[src/rtl/stepper_indexer.sv]
module stepper_indexer #(
  parameter int FILT_LEN   = 4,
  parameter int STEP_MIN   = 8,
  parameter int GUARD_CLKS = 5
) (
  input  logic clk,
  input  logic rst,
  input  logic step_in,
  input  logic dir_in,
  input  logic ret_in,
  input  logic enable_in,
  input  logic rise_only,
  output logic ph_a,
  output logic ph_an,
  output logic ph_b,
  output logic ph_bn,
  output logic step_pulse
);
  localparam int DIR_LEN = FILT_LEN + GUARD_CLKS;
  localparam int MAXL    = (STEP_MIN > DIR_LEN) ? STEP_MIN : DIR_LEN;
  localparam int CW      = $clog2(MAXL + 1);
  localparam int NIN     = 5;

  logic [NIN-1:0] raw, flt;
  assign raw = {rise_only, enable_in, ret_in, dir_in, step_in};

  for (genvar i = 0; i < NIN; i++) begin : g_in
    localparam int LIM = (i == 0) ? STEP_MIN : (i == 1) ? DIR_LEN : FILT_LEN;
    logic s1, s2, f;
    logic [CW-1:0] cnt;
    always_ff @(posedge clk) begin
      if (rst) begin
        s1 <= 1'b0; s2 <= 1'b0; f <= 1'b0; cnt <= '0;
      end else begin
        s1 <= raw[i];
        s2 <= s1;
        if (s2 == f) cnt <= '0;
        else if (cnt == CW'(LIM - 1)) begin
          f   <= s2;
          cnt <= '0;
        end else cnt <= cnt + 1'b1;
      end
    end
    assign flt[i] = f;
  end

  logic step_f, dir_f, ret_f, en_f, ro_f;
  assign {ro_f, en_f, ret_f, dir_f, step_f} = flt;

  logic prev_step, prev_ret;
  logic [2:0] pos;
  logic step_hit, ret_hit;

  assign step_hit = en_f & ((step_f & ~prev_step) | (~ro_f & ~step_f & prev_step));
  assign ret_hit  = en_f & ret_f & ~prev_ret;

  always_ff @(posedge clk) begin
    if (rst) begin
      prev_step  <= 1'b0;
      prev_ret   <= 1'b0;
      pos        <= 3'd0;
      step_pulse <= 1'b0;
    end else begin
      prev_step  <= step_f;
      prev_ret   <= ret_f;
      step_pulse <= step_hit & ~ret_hit;
      if (ret_hit) pos <= 3'd0;
      else if (step_hit) pos <= dir_f ? pos - 3'd1 : pos + 3'd1;
    end
  end

  assign ph_a  = en_f & (pos == 3'd7 || pos == 3'd0 || pos == 3'd1);
  assign ph_b  = en_f & (pos == 3'd1 || pos == 3'd2 || pos == 3'd3);
  assign ph_an = en_f & (pos == 3'd3 || pos == 3'd4 || pos == 3'd5);
  assign ph_bn = en_f & (pos == 3'd5 || pos == 3'd6 || pos == 3'd7);

  p_phase_excl_r8: assert property (@(posedge clk) disable iff (rst)
    !(ph_a && ph_an) && !(ph_b && ph_bn));

  p_hold_keeps_pos_r5: assert property (@(posedge clk) disable iff (rst)
    !en_f |=> $stable(pos));

  p_return_origin_r4: assert property (@(posedge clk) disable iff (rst)
    ret_hit |=> (pos == 3'd0) && !step_pulse);

  p_strobe_moves_one_r10: assert property (@(posedge clk) disable iff (rst)
    step_pulse |-> (pos == $past(pos) + 3'd1) || (pos == $past(pos) - 3'd1));

  p_strobe_single_r10: assert property (@(posedge clk) disable iff (rst)
    step_pulse |=> !step_pulse);
endmodule

[config.mk]
export PLATFORM = sky130hd
export DESIGN_NAME = stepper_indexer
export DESIGN_NICKNAME = d
export VERILOG_FILES = /design/src/rtl/stepper_indexer.sv
export SDC_FILE = /design/constraint.sdc
export NUM_CORES = 1
export LEC_CHECK = 0
export BUFFER_PORTS_ARGS = -buffer_cell sky130_fd_sc_hd__buf_4
export CORE_ASPECT_RATIO = 0.7
export CORE_MARGIN = 1
export CORE_UTILIZATION = 65
export CTS_BUF_LIST = sky130_fd_sc_hd__clkbuf_8
export DETAILED_ROUTE_END_ITERATION = 8
export GPL_TIMING_DRIVEN = 1
export PLACE_DENSITY = 0.82
export REMOVE_ABC_BUFFERS = 1
export SLEW_MARGIN = 5
export SYNTH_ARGS = -nofsm -noshare
export SYNTH_HDL_FRONTEND = slang
export SYNTH_SLANG_ARGS = --single-unit
[constraint.sdc]
create_clock -name clk -period 2.85 [get_ports clk]
set_clock_uncertainty 0.1 [all_clocks]
set_input_delay 0.285 -clock clk [delete_from_list [all_inputs] [get_ports clk]]
set_output_delay 0.285 -clock clk [all_outputs]
set_load 0.005 [all_outputs]
* Word-level counts from Yosys, hierarchy flattened
Cells that the tools add are included.
** Cells by class
- Add/sub/neg operators :: 7
- Multiply operators :: 0
- Div/mod/pow operators :: 0
- Order comparisons :: 0
- Eq/ne operators :: 17
- Shift operators :: 0
- Muxes and demuxes :: 1
- Bitwise gates (word level) :: 22
- Reductions and logical operators :: 20
** Operators by type and width (number)
- $add 4x1->4 const B :: 5
- $reduce_or 3->1 :: 5
- $eq 3x3->1 const B :: 4
- $eq 4x2->1 const B :: 3
- $and 1x1->1 :: 11
- $not 1->1 :: 10
- $reduce_and 2->1 :: 5
- $logic_or 1x1->1 :: 8
- $eq 3x2->1 const B :: 2
- $eq 1x1->1 :: 5
- $eq 4x3->1 const B :: 1
- $eq 4x4->1 const B :: 1
- $add 3x1->3 const B :: 1
- $eq 3x1->1 const B :: 1
- $logic_not 3->1 :: 1
- $mux 3 :: 1
- $sub 3x1->3 const B :: 1
- $reduce_or 2->1 :: 1
- $or 1x1->1 :: 1
** Word-level totals
- Register bits :: 41
- Bits in latches :: 0
- Bits in writable memories :: 0
- Memory bits (read-only) :: 0
- Output and inout port bits :: 5
- Logic and storage cells :: 91
- Memories :: 0

* Logic depth before layout (Yosys ltp)
Gate-level depths: netlist of the first run.
- Word-level depth :: 6
- Depth in mapped cells :: 5

* Worst setup path after synthesis of the first run
No wires, ideal clock.
- Path type :: register to register
- From :: register g_in[1].cnt[0]
- To :: register g_in[1].cnt[2]
- Data arrival time :: 1.216 ns
- Setup slack :: 1.470 ns
- Cell stages (with the launch flop) :: 6
- Path buffers :: 0
- Period minus slack after synthesis :: 1.380 ns
- Cell sequence :: dfxtp_1 -> inv_1 -> ha_1 -> and3b_1 -> or3_4 -> nor2_1
** Between the ends
- Word-level cells in the longest chain between the ends :: 2
** Ends and longest elaborated chain
- start: declaration :: RTL line 30 : logic [CW-1:0] cnt;
- start signal: assignment :: RTL line 41 : end else cnt <= cnt + 1'b1;
- parallel branches: the longest is 2 deep, another holds $add 4x1->4
Parallel ways; which one is timed is not known.
A chain may end at the register's enable or synchronous reset.

* Worst setup path after layout of the first run
- From :: register pos[0]
- To :: output ph_b
** Between the ends
- Word-level cells in the longest chain between the ends :: 4
** Ends and longest elaborated chain
- start: declaration :: RTL line 51 : logic [2:0] pos;
- start signal: assignment :: RTL line 68 : else if (step_hit) pos <= dir_f ? pos - 3'd1 : pos + 3'd1;
- $eq 3x1->1 / $eq 3x2->1 (equally long branches) :: RTL line 73 : assign ph_b = en_f & (pos == 3'd1 || pos == 3'd2 || pos == 3'd3);
- $logic_or 1x1->1 :: RTL line 73
- $logic_or 1x1->1 * :: RTL line 73
- $and 1x1->1 * :: RTL line 73
- end: declaration :: RTL line 15 : output logic ph_b,
Mark *: on every way between the ends. The rest lies on a longest branch, timed or not.

==> results.yml, run 1 <==
drt:
  firstDrtPassIters: 4
  vias_per_cell: 5.12
  routedWlPerCell_microns: 11.8
  drt_wl_total_mm: 2.59
  drt_iter0_markers: 24
  m1WireLength_mm: 1.20
  antenna_left: 0
  wl_met3_microns: 105
  routed.top_layer: "met4"
  vias: 1126
  dr_wl_met2_mm: 1.26
  drc: 0
floorplan:
  fp-row-count: 15
  start_util_pct: 68.7
  ioPinCount: 12
  die_width_microns: 62.9
  fp.dieH_microns: 44.7
  die_area_sq_um: 2810
  core_sq_um: 2460
sta:
  tightest_slew_ns: 0.472
  whs_ns: 0.101
  slew_viol_final: 0
  max_freq_mhz: 524
  fin_crit_ns: 1.91
  hold_viol: 0
  finalCritPeriodShare_pct: 66.9
  max_slew_margin_pct: 68.2
  setup_violations: 0
  rsz0062_at_grt: "no"
  fin_setup_tns_ns: 0
power:
  irDropWorstVdd_v: 0.000393
  p_per_area_nw_per_um2: 517
  power_mw: 0.976
  p_leak_nw: 0.769
setup_path:
  r2r_end: "g_in[1].cnt[2]"
  crit_type: "reg2out"
  start_kind: "flip-flop"
  ff2ff_path_depth: 5
  r2r-start: "g_in[1].cnt[0]"
  crit_fanout: 4
  crit_required_ns: 2.47
  ff2ff_setup_slack_ns: 1.36
  endpoint_kind: "primary output"
  critPathArrivalTime_ns: 1.52
clock_network:
  clk_latency_ns: 0.29
  clock-sinks: 41
  cts_tree: "done"
  cts_made_buffers: 5
  post-cts-setup-buffer-count: 0
  hold_buffers: 0
  cts_resized: 0
  cts.reportedPaths.clkPinSlew_ns: 0.08
  root_buffer: "clkbuf_8"
  htreeDepth: 2
  cts_buffer_depth: 2
synthesis:
  synth.mux.area_fraction_pct: 2.96
  ys_seq_elements: 41
  ys.flop_type: "dfxtp_1"
  syn_inst: 170
  netlist_area_sq_um: 1690
  yosys.area_share.simple_pct: 21.9
  synth_edf_count: 0
  async_flop_share_pct: 0
  synth-adder-area-share_pct: 9.63
  syn_avg_cell_area_sq_um: 9.94
  synth_compound_area_share_pct: 5.33
  synthDistinctLibCells: 27
  yosysSeqAreaShare_pct: 48.6
  synth_top_family_by_area: "simple AND/OR/NAND/NOR gates"
  synth-xor-area-share_pct: 8.30
  synthesis.yosys.warnings: 0
final_layout:
  filler_cell_count: 182
  num_antenna_cells: 0
  drive_gt1_share_pct: 11.8
  stdcell_count: 220
  nets: 205
  syn2layout_area_growth_pct: 11.7
global_route:
  antenna_found_initial: 0
  first_global_vias: 1043
  globalRouteOverflowTotal: 0
  track_usage_pct: 21.3
  grt_pass1_wl_mm: 4.36
  grt_max_degree: 24
place:
  dp_cells: 212
  hpwlAfterDp_mm: 1.86
  gp_congestion: 0.797
  io_buffers: 11
min_path:
  min_delay_path_depth: 2
  min_path_type: "in2reg"
  hold_start: "rise_only"
  hold_end: "g_in[4].s1"
flow_run:
  cap_violations: 0
status:
  status: "completed"
-- report_power, final --
| part | total (mW) | switching (mW) | internal [mW] |
|---|---|---|---|
| logic | 0.0255 | 0.0118 | 0.0137 |
| clock network | 0.365 | 0.196 | 0.169 |
| registers | 0.586 | 0.00439 | 0.581 |
-- critical path: stages, from the launching register on --
cell	delay (ns)
dfxtp_1	0.39
inv_1	0.11
ha_1	0.21
nor2_1	0.14
nor2_1	0.06
o21a_1	0.18
buf_4	0.13
-- registers in the layout, indices dropped and copies added (netlist names) --
signal,count
dir_f,1
prev_step,1
prev_ret,1
g_in.f,3
g_in.s1,5
pos,3
g_in.cnt,20
g_in.s2,5
en_f,1
step_pulse,1
-- cell usage in the layout, fill, tap and decap left out --
master      Yosys  routed
and4bb_2        1       1
nor3b_1         3       3
xnor2_1        10      10
nor2b_1        13      13
buf_4           1      11
a211oi_1        1       1
xor2_1          6       6
o211a_1         2       2
o32ai_1         1       1
nand4bb_1       1       1
or3_1           2       2
dfxtp_1        41      41
ha_1           13      13
clkinvlp_4      0       2
inv_1          11      12
nand3b_1        1       1
o211ai_1        1       1
or3_4           3       3
nor2_1         32      32
nand2_1         3       3
clkbuf_8        0       5
a21oi_1         3       3
o21ai_0         2       2
nand3_1         6       6
a31oi_1         1       1
and3b_1         3       3
o21a_1          2       2
mux2i_1         5       5
-- synth_stat cells, types with 3 or more instances --
master / count / area share (%)
nor2_1: 32 / 7.1
and3b_1: 3 / 1.6
dfxtp_1: 41 / 49
nand3_1: 6 / 1.8
xor2_1: 6 / 3.1
xnor2_1: 10 / 5.2
ha_1: 13 / 9.6
inv_1: 11 / 2.4
nand2_1: 3 / 0.67
nor3b_1: 3 / 1.3
mux2i_1: 5 / 3.0
a21oi_1: 3 / 0.89
or3_4: 3 / 2.0
nor2b_1: 13 / 4.8
-- through the flow --
step,worst slack (ns),instance area (sq um),util [%]
floorplan,1.47,1670,-
global placement,1.36,1800,73.2
detailed placement,1.27,1800,73.2
CTS,0.944,1890,76.7
global route,0.862,1890,76.7
finish,0.943,1890,76.7
-- how the worst max path moves through the flow --
stage | startpoint | end | cells past startpoint
global route | pos[0] | ph_b | 6
global placement | pos[0] | ph_b | 6
floorplan | g_in[1].cnt[0] | g_in[1].cnt[2] | 5
finish | pos[0] | ph_b | 6
detailed placement | pos[0] | ph_b | 6
CTS | pos[0] | ph_b | 6
-- per-layer routing --
metal  vias up  global-route usage [%]
li1        585                       -
met1       518                    23.7
met2        19                    37.2
met3         4                    8.51
met4         0                    8.37
met5         -                       0
-- kinds of logic (layout without fill, tap and decap cells) --
family | after synthesis | after routing
xor+xnor | 16 | 16
simple gates | 68 | 68
mux | 5 | 5
flops | 41 | 41
buf+inv | 14 | 30
fa+ha+maj | 13 | 13
compound gates | 13 | 13
-- cell type report --
type | instances | area, sq um | area share (%)
clock inverter | 3 | 18.8 | 0.995
tap | 34 | 42.5 | 2.25
inverter | 11 | 41.3 | 2.19
multi-input combinational | 115 | 812 | 43.0
clock buffer | 5 | 68.8 | 3.65
timing repair buffer | 11 | 82.6 | 4.38
sequential | 41 | 821 | 43.5
No activity file was read; power rests on OpenSTA's default activity.
==> inputs of run 2 (changes only) <==
--- a/config.mk
+++ b/config.mk
@@ -8,11 +8,11 @@
 export BUFFER_PORTS_ARGS = -buffer_cell sky130_fd_sc_hd__buf_4
 export CORE_ASPECT_RATIO = 0.7
 export CORE_MARGIN = 1
-export CORE_UTILIZATION = 65
+export CORE_UTILIZATION = 61
 export CTS_BUF_LIST = sky130_fd_sc_hd__clkbuf_8
 export DETAILED_ROUTE_END_ITERATION = 8
 export GPL_TIMING_DRIVEN = 1
-export PLACE_DENSITY = 0.82
+export PLACE_DENSITY = 0.77
 export REMOVE_ABC_BUFFERS = 1
 export SLEW_MARGIN = 5
 export SYNTH_ARGS = -nofsm -noshare
==> constraint.sdc (replaced) <==
create_clock -name clk -period 1.81 [get_ports clk]
set_clock_uncertainty 0.1 [all_clocks]
set_input_delay 0.181 -clock clk [delete_from_list [all_inputs] [get_ports clk]]
set_output_delay 0.181 -clock clk [all_outputs]
set_load 0.005 [all_outputs]
==> run 2 against run 1 <==
Largest power group unchanged. Sequential share of layout area decreased by 1.3 points. First-iteration DRC count increased by 63%. Utilization increased by 0.097 points. Cell count increased by 1.8%. Via count increased by 2.8%. Sequential cell count unchanged. Sequential power increased by 57%. Register-to-register slack got worse by 1.1 ns. Clock power increased by 78%. The flow now finishes with violations (hold timing).
==> results.yml, run 2 (synthesized netlist as in run 1, its figures left out) <==
status:
  status: "finished with violations"
  violations: "hold timing"
final_layout:
  seq_area_sq_um: 822
  final_common_cell: "dfxtp_1"
  final_core_util_pct: 76.8
  filler_cell_count: 175
  reg_top3: "g_in.cnt (20), g_in.s1 (5), g_in.s2 (5)"
  largest_reg_flops: 20
  nets: 209
  drive_gt1_share_pct: 14.2
  multi_input_area_sq_um: 817
  largest-register: "g_in.cnt"
  syn2layout_area_growth_pct: 15.3
  final_cell_mix: "dfxtp_1 (40), nor2_1 (30), nor2b_1 (13), ha_1 (13), buf_4 (11)"
  num_antenna_cells: 0
setup_path:
  endpoint_kind: "primary output"
  crit_family: "flip-flops"
  r2r_end: "g_in[1].cnt[1]"
  crit_type: "reg2out"
  worst-path-buf-inv: 2
  slowest_delay_ns: 0.36
  crit_chain: "inv_1 > ha_1 > nor2_2 > nand2_1 > o211a_1 > buf_4"
  critPathArrivalTime_ns: 1.46
  crit_fanout: 4
  r2r-start: "g_in[1].cnt[0]"
  ff2ff_path_depth: 5
  start_kind: "flip-flop"
  ff2ff_setup_slack_ns: 0.31
  slowest_stage: "dfxtp_1"
  crit_required_ns: 1.53
min_path:
  hold_end: "g_in[4].s1"
  min_path_type: "in2reg"
  min_delay_path_depth: 2
  hold_start: "rise_only"
clock_network:
  clock-sinks: 41
  htreeDepth: 2
  cts_tree: "done"
  cts.reportedPaths.clkPinSlew_ns: 0.07
  clk_latency_ns: 0.30
  cts_buffer_depth: 2
  post-cts-setup-buffer-count: 0
  root_buffer: "clkbuf_8"
  cts_made_buffers: 5
power:
  p_leak_nw: 0.800
  irDropWorstVdd_v: 0.000732
  p_per_area_nw_per_um2: 832
  power_mw: 1.62
sta:
  max_freq_mhz: 574
  fin_crit_ns: 1.74
  setup_violations: 0
  tightest_slew_ns: 0.458
  hold_viol: 1
  whs_ns: -0.00209
  slew_viol_final: 0
  finalCritPeriodShare_pct: 96.3
  max_slew_margin_pct: 69.1
global_route:
  busiest_layer: "met2"
  grt_pass1_wl_mm: 4.26
  use_met1_pct: 23.8
  grt_util_met2_pct: 32.7
  grt_max_degree: 24
  first_global_vias: 1000
  globalRouteOverflowTotal: 0
  antenna_found_initial: 0
  met3_usage_pct: 6.75
  track_usage_pct: 20.4
drt:
  firstDrtPassIters: 4
  drt_iter0_markers: 39
  routedWlPerCell_microns: 11.2
  vias_per_cell: 5.17
  vias: 1157
  antenna_left: 0
  drt_wl_total_mm: 2.52
  drc: 0
floorplan:
  fp.dieH_microns: 46.0
  core_sq_um: 2530
  fp-row-count: 15
  ioPinCount: 12
  die_width_microns: 64.9
  die_area_sq_um: 2990
  start_util_pct: 66.7
place:
  io_buffers: 11
  gp_congestion: 0.853
  hpwlAfterDp_mm: 1.82
flow_run:
  cap_violations: 0
-- run 2: cell count changes in the layout (fill, tap and decap cells not counted), sizes merged --
cell         before  now
dlygate4sd3       0    4
clkinv            0    1
clkbuf            5    7
clkinvlp          2    0
inv              12   11
-- run 2: cell type report --
| type | instances | area share [%] |
|---|---|---|
| Multi-Input combinational cell | 115 | 42.0 |
| Inverter | 11 | 2.12 |
| Clock inverter | 1 | 0.257 |
| Tap cell | 34 | 2.19 |
| Sequential cell | 41 | 42.2 |
| Timing Repair Buffer | 15 | 6.30 |
| Clock buffer | 7 | 4.95 |
-- run 2: how the worst max path moves through the flow --
stage | startpoint | end | slack, ns | cells past startpoint
2_1_floorplan | g_in[1].cnt[0] | g_in[1].cnt[2] | 0.43 | 5
3_5_place_dp | g_in[1].cnt[0] | g_in[1].cnt[3] | 0.32 | 5
3_3_place_gp | g_in[1].cnt[0] | g_in[1].cnt[1] | 0.40 | 5
4_1_cts | pos[0] | ph_b | 0.005 | 6
5_1_grt | pos[1] | ph_a | -0.002 | 6
6_report | pos[1] | ph_a | 0.07 | 6
-- run 2: repair_timing --
item                       4_1_cts  5_1_grt
hold endpoints to repair         4        0
hold buffers                     4        0
resized for setup                0        4
setup endpoints to repair        0        4
-- run 2: stage by stage --
step           std cells  cell area [sq um]  TNS (ns)  setup slack (ns)
6_report             224               1950         0            0.0668
3_5_place_dp         212               1800         0             0.322
2_1_floorplan        167               1670         0             0.430
4_1_cts              224               1940         0           0.00540
5_1_grt              224               1950  -0.00193          -0.00193
3_3_place_gp         212               1800         0             0.396
-- run 2: layer usage --
metal | vias up | share of wire, %
li1 | 590 | -
met1 | 539 | 46
met2 | 22 | 47
met3 | 6 | 4.2
met4 | 0 | 2.0
met5 | - | 0
-- run 2: power by group --
| group | switching (mW) | internal [mW] |
|---|---|---|
| Clock | 0.307 | 0.344 |
| Sequential | 0.00643 | 0.915 |
| Combinational | 0.0198 | 0.0273 |
==> inputs of run 3 (changes only) <==
--- a/config.mk
+++ b/config.mk
@@ -11,7 +11,7 @@
 export CORE_UTILIZATION = 61
 export CTS_BUF_LIST = sky130_fd_sc_hd__clkbuf_8
 export DETAILED_ROUTE_END_ITERATION = 8
-export GPL_TIMING_DRIVEN = 1
+export GPL_TIMING_DRIVEN = 0
 export PLACE_DENSITY = 0.77
 export REMOVE_ABC_BUFFERS = 1
 export SLEW_MARGIN = 5
==> run 3 against run 2 <==
The run now ends clean. Fmax is 1.7% higher. Worst setup slack better by 0.030 ns. Wire length down 3.0%. Total power decreased by 4.4%. Sequential cell count stayed put. First-iteration DRC count fell by 49%. Utilization is 0.15 points lower.
==> results.yml, run 3 (synthesized netlist as in run 1, its figures left out) <==
final_layout:
  final_cell_mix: "dfxtp_1 (40), nor2_1 (30), nor2b_1 (13), ha_1 (13)"
  largest_reg_flops: 20
  syn2layout_area_growth_pct: 15.0
  largest-register: "g_in.cnt"
  final_common_cell: "dfxtp_1"
  reg_top3: "g_in.cnt (20), g_in.s1 (5), g_in.s2 (5)"
  num_antenna_cells: 0
  stdcell_count: 225
  drive_gt1_share_pct: 13.6
  finalInstanceArea_sq_um: 1940
  final_core_util_pct: 76.7
  filler_cell_count: 179
  nets: 210
global_route:
  track_usage_pct: 19.2
  antenna_found_initial: 0
  first_global_vias: 952
  grt_max_degree: 24
  globalRouteOverflowTotal: 0
  grt_pass1_wl_mm: 4.09
floorplan:
  die_area_sq_um: 2990
  fp-row-count: 15
  core_sq_um: 2530
  start_util_pct: 66.7
  fp.dieH_microns: 46.0
  die_width_microns: 64.9
  ioPinCount: 12
sta:
  max_freq_mhz: 584
  tightest_slew_ns: 0.432
  fin_setup_tns_ns: 0
  setup_slack_ns: 0.0966
  hold_viol: 0
  slew_viol_final: 0
  max_slew_margin_pct: 70.9
  setup_violations: 0
  whs_ns: 0.116
  fin_crit_ns: 1.71
  finalCritPeriodShare_pct: 94.7
  rsz0062_at_grt: "no"
status:
  status: "completed"
setup_path:
  crit_required_ns: 1.53
  start_kind: "flip-flop"
  endpoint_kind: "primary output"
  worst-path-buf-inv: 2
  slowest_stage: "dfxtp_1"
  crit_type: "reg2out"
  crit_family: "flip-flops"
  crit_fanout: 4
  crit_chain: "inv_1 > ha_1 > nor2_2 > nor2_1 > o21a_1 > buf_4"
  critPathArrivalTime_ns: 1.43
  slowest_delay_ns: 0.35
drt:
  antenna_left: 0
  routedWlPerCell_microns: 10.8
  drt_wl_total_mm: 2.44
  drc: 0
  drt_iter0_markers: 20
  vias_per_cell: 5.00
  vias: 1125
  firstDrtPassIters: 4
power:
  switching_share_pct: 21.9
  internal-power_mw: 1.21
  p_switching_mw: 0.339
  irDropWorstVdd_v: 0.000670
  clockPowerShare_pct: 37.3
  power_mw: 1.55
  p_leak_nw: 0.790
  pwr-share-seq_pct: 59.5
  p_per_area_nw_per_um2: 797
  p_comb_share_pct: 3.1
min_path:
  min_path_type: "in2reg"
flow_run:
  cap_violations: 0
clock_network:
  clock-sinks: 41
  cts.reportedPaths.clkPinSlew_ns: 0.08
  cts_tree: "done"
  cts_made_buffers: 5
  root_buffer: "clkbuf_8"
  clk_latency_ns: 0.30
  cts_buffer_depth: 2
  htreeDepth: 2
  post-cts-setup-buffer-count: 0
place:
  hpwlAfterDp_mm: 1.70
  gp_congestion: 0.791
  dp_cells: 212
  io_buffers: 11
  dpl_cell_area_sq_um: 1800
  place_ws_ns: 0.324
## run 3: cell types whose count changed in the layout (fill, tap and decap cells not counted), sizes merged
| cell | previous run | this run |
|---|---|---|
| clkinv | 1 | 0 |
| inv | 11 | 12 |
| dlygate4sd3 | 4 | 5 |
| clkinvlp | 0 | 2 |
| clkbuf | 7 | 5 |
## run 3: what timing repair did
action,in CTS,in global routing
setup endpoints to repair,1,4
pin swaps,0,1
hold endpoints to repair,5,0
gates resized for setup,1,3
hold buffers,5,0
## run 3: power by group through the flow
stage                     clock [mW]  sequential, mW  combinational (mW)
after floorplan                    0           0.941              0.0211
after global placement             0           0.942              0.0386
after detailed placement           0           0.943              0.0402
after CTS                      0.594           0.922              0.0488
after global routing           0.635           0.923              0.0545
final                          0.578           0.921              0.0486
## run 3: worst paths after layout
check | startpoint | end | slack [ns] | cells past startpoint
setup / recovery | pos[1] | ph_b | 0.1 | 6
hold reg to reg | g_in[2].s1 | g_in[2].s2 | 0.34 | 1
setup reg to reg | g_in[1].cnt[0] | g_in[1].cnt[2] | 0.33 | 5
hold / removal | rst | g_in[0].f | 0.12 | 2
## run 3: final cells by class
type / instances / area [sq um] / area share [%]
clock inverter: 3 / 18.8 / 0.966
multi-input combinational: 115 / 817 / 42.0
inverter: 11 / 41.3 / 2.12
tap: 34 / 42.5 / 2.19
timing repair buffer: 16 / 133 / 6.83
sequential: 41 / 822 / 42.3
clock buffer: 5 / 68.8 / 3.54
## run 3: layer usage
layer,global-route usage [%],wire (microns)
met1,23.1,1220
met3,9.25,133
met2,29.8,1050
met4,8.00,38
met5,0,0
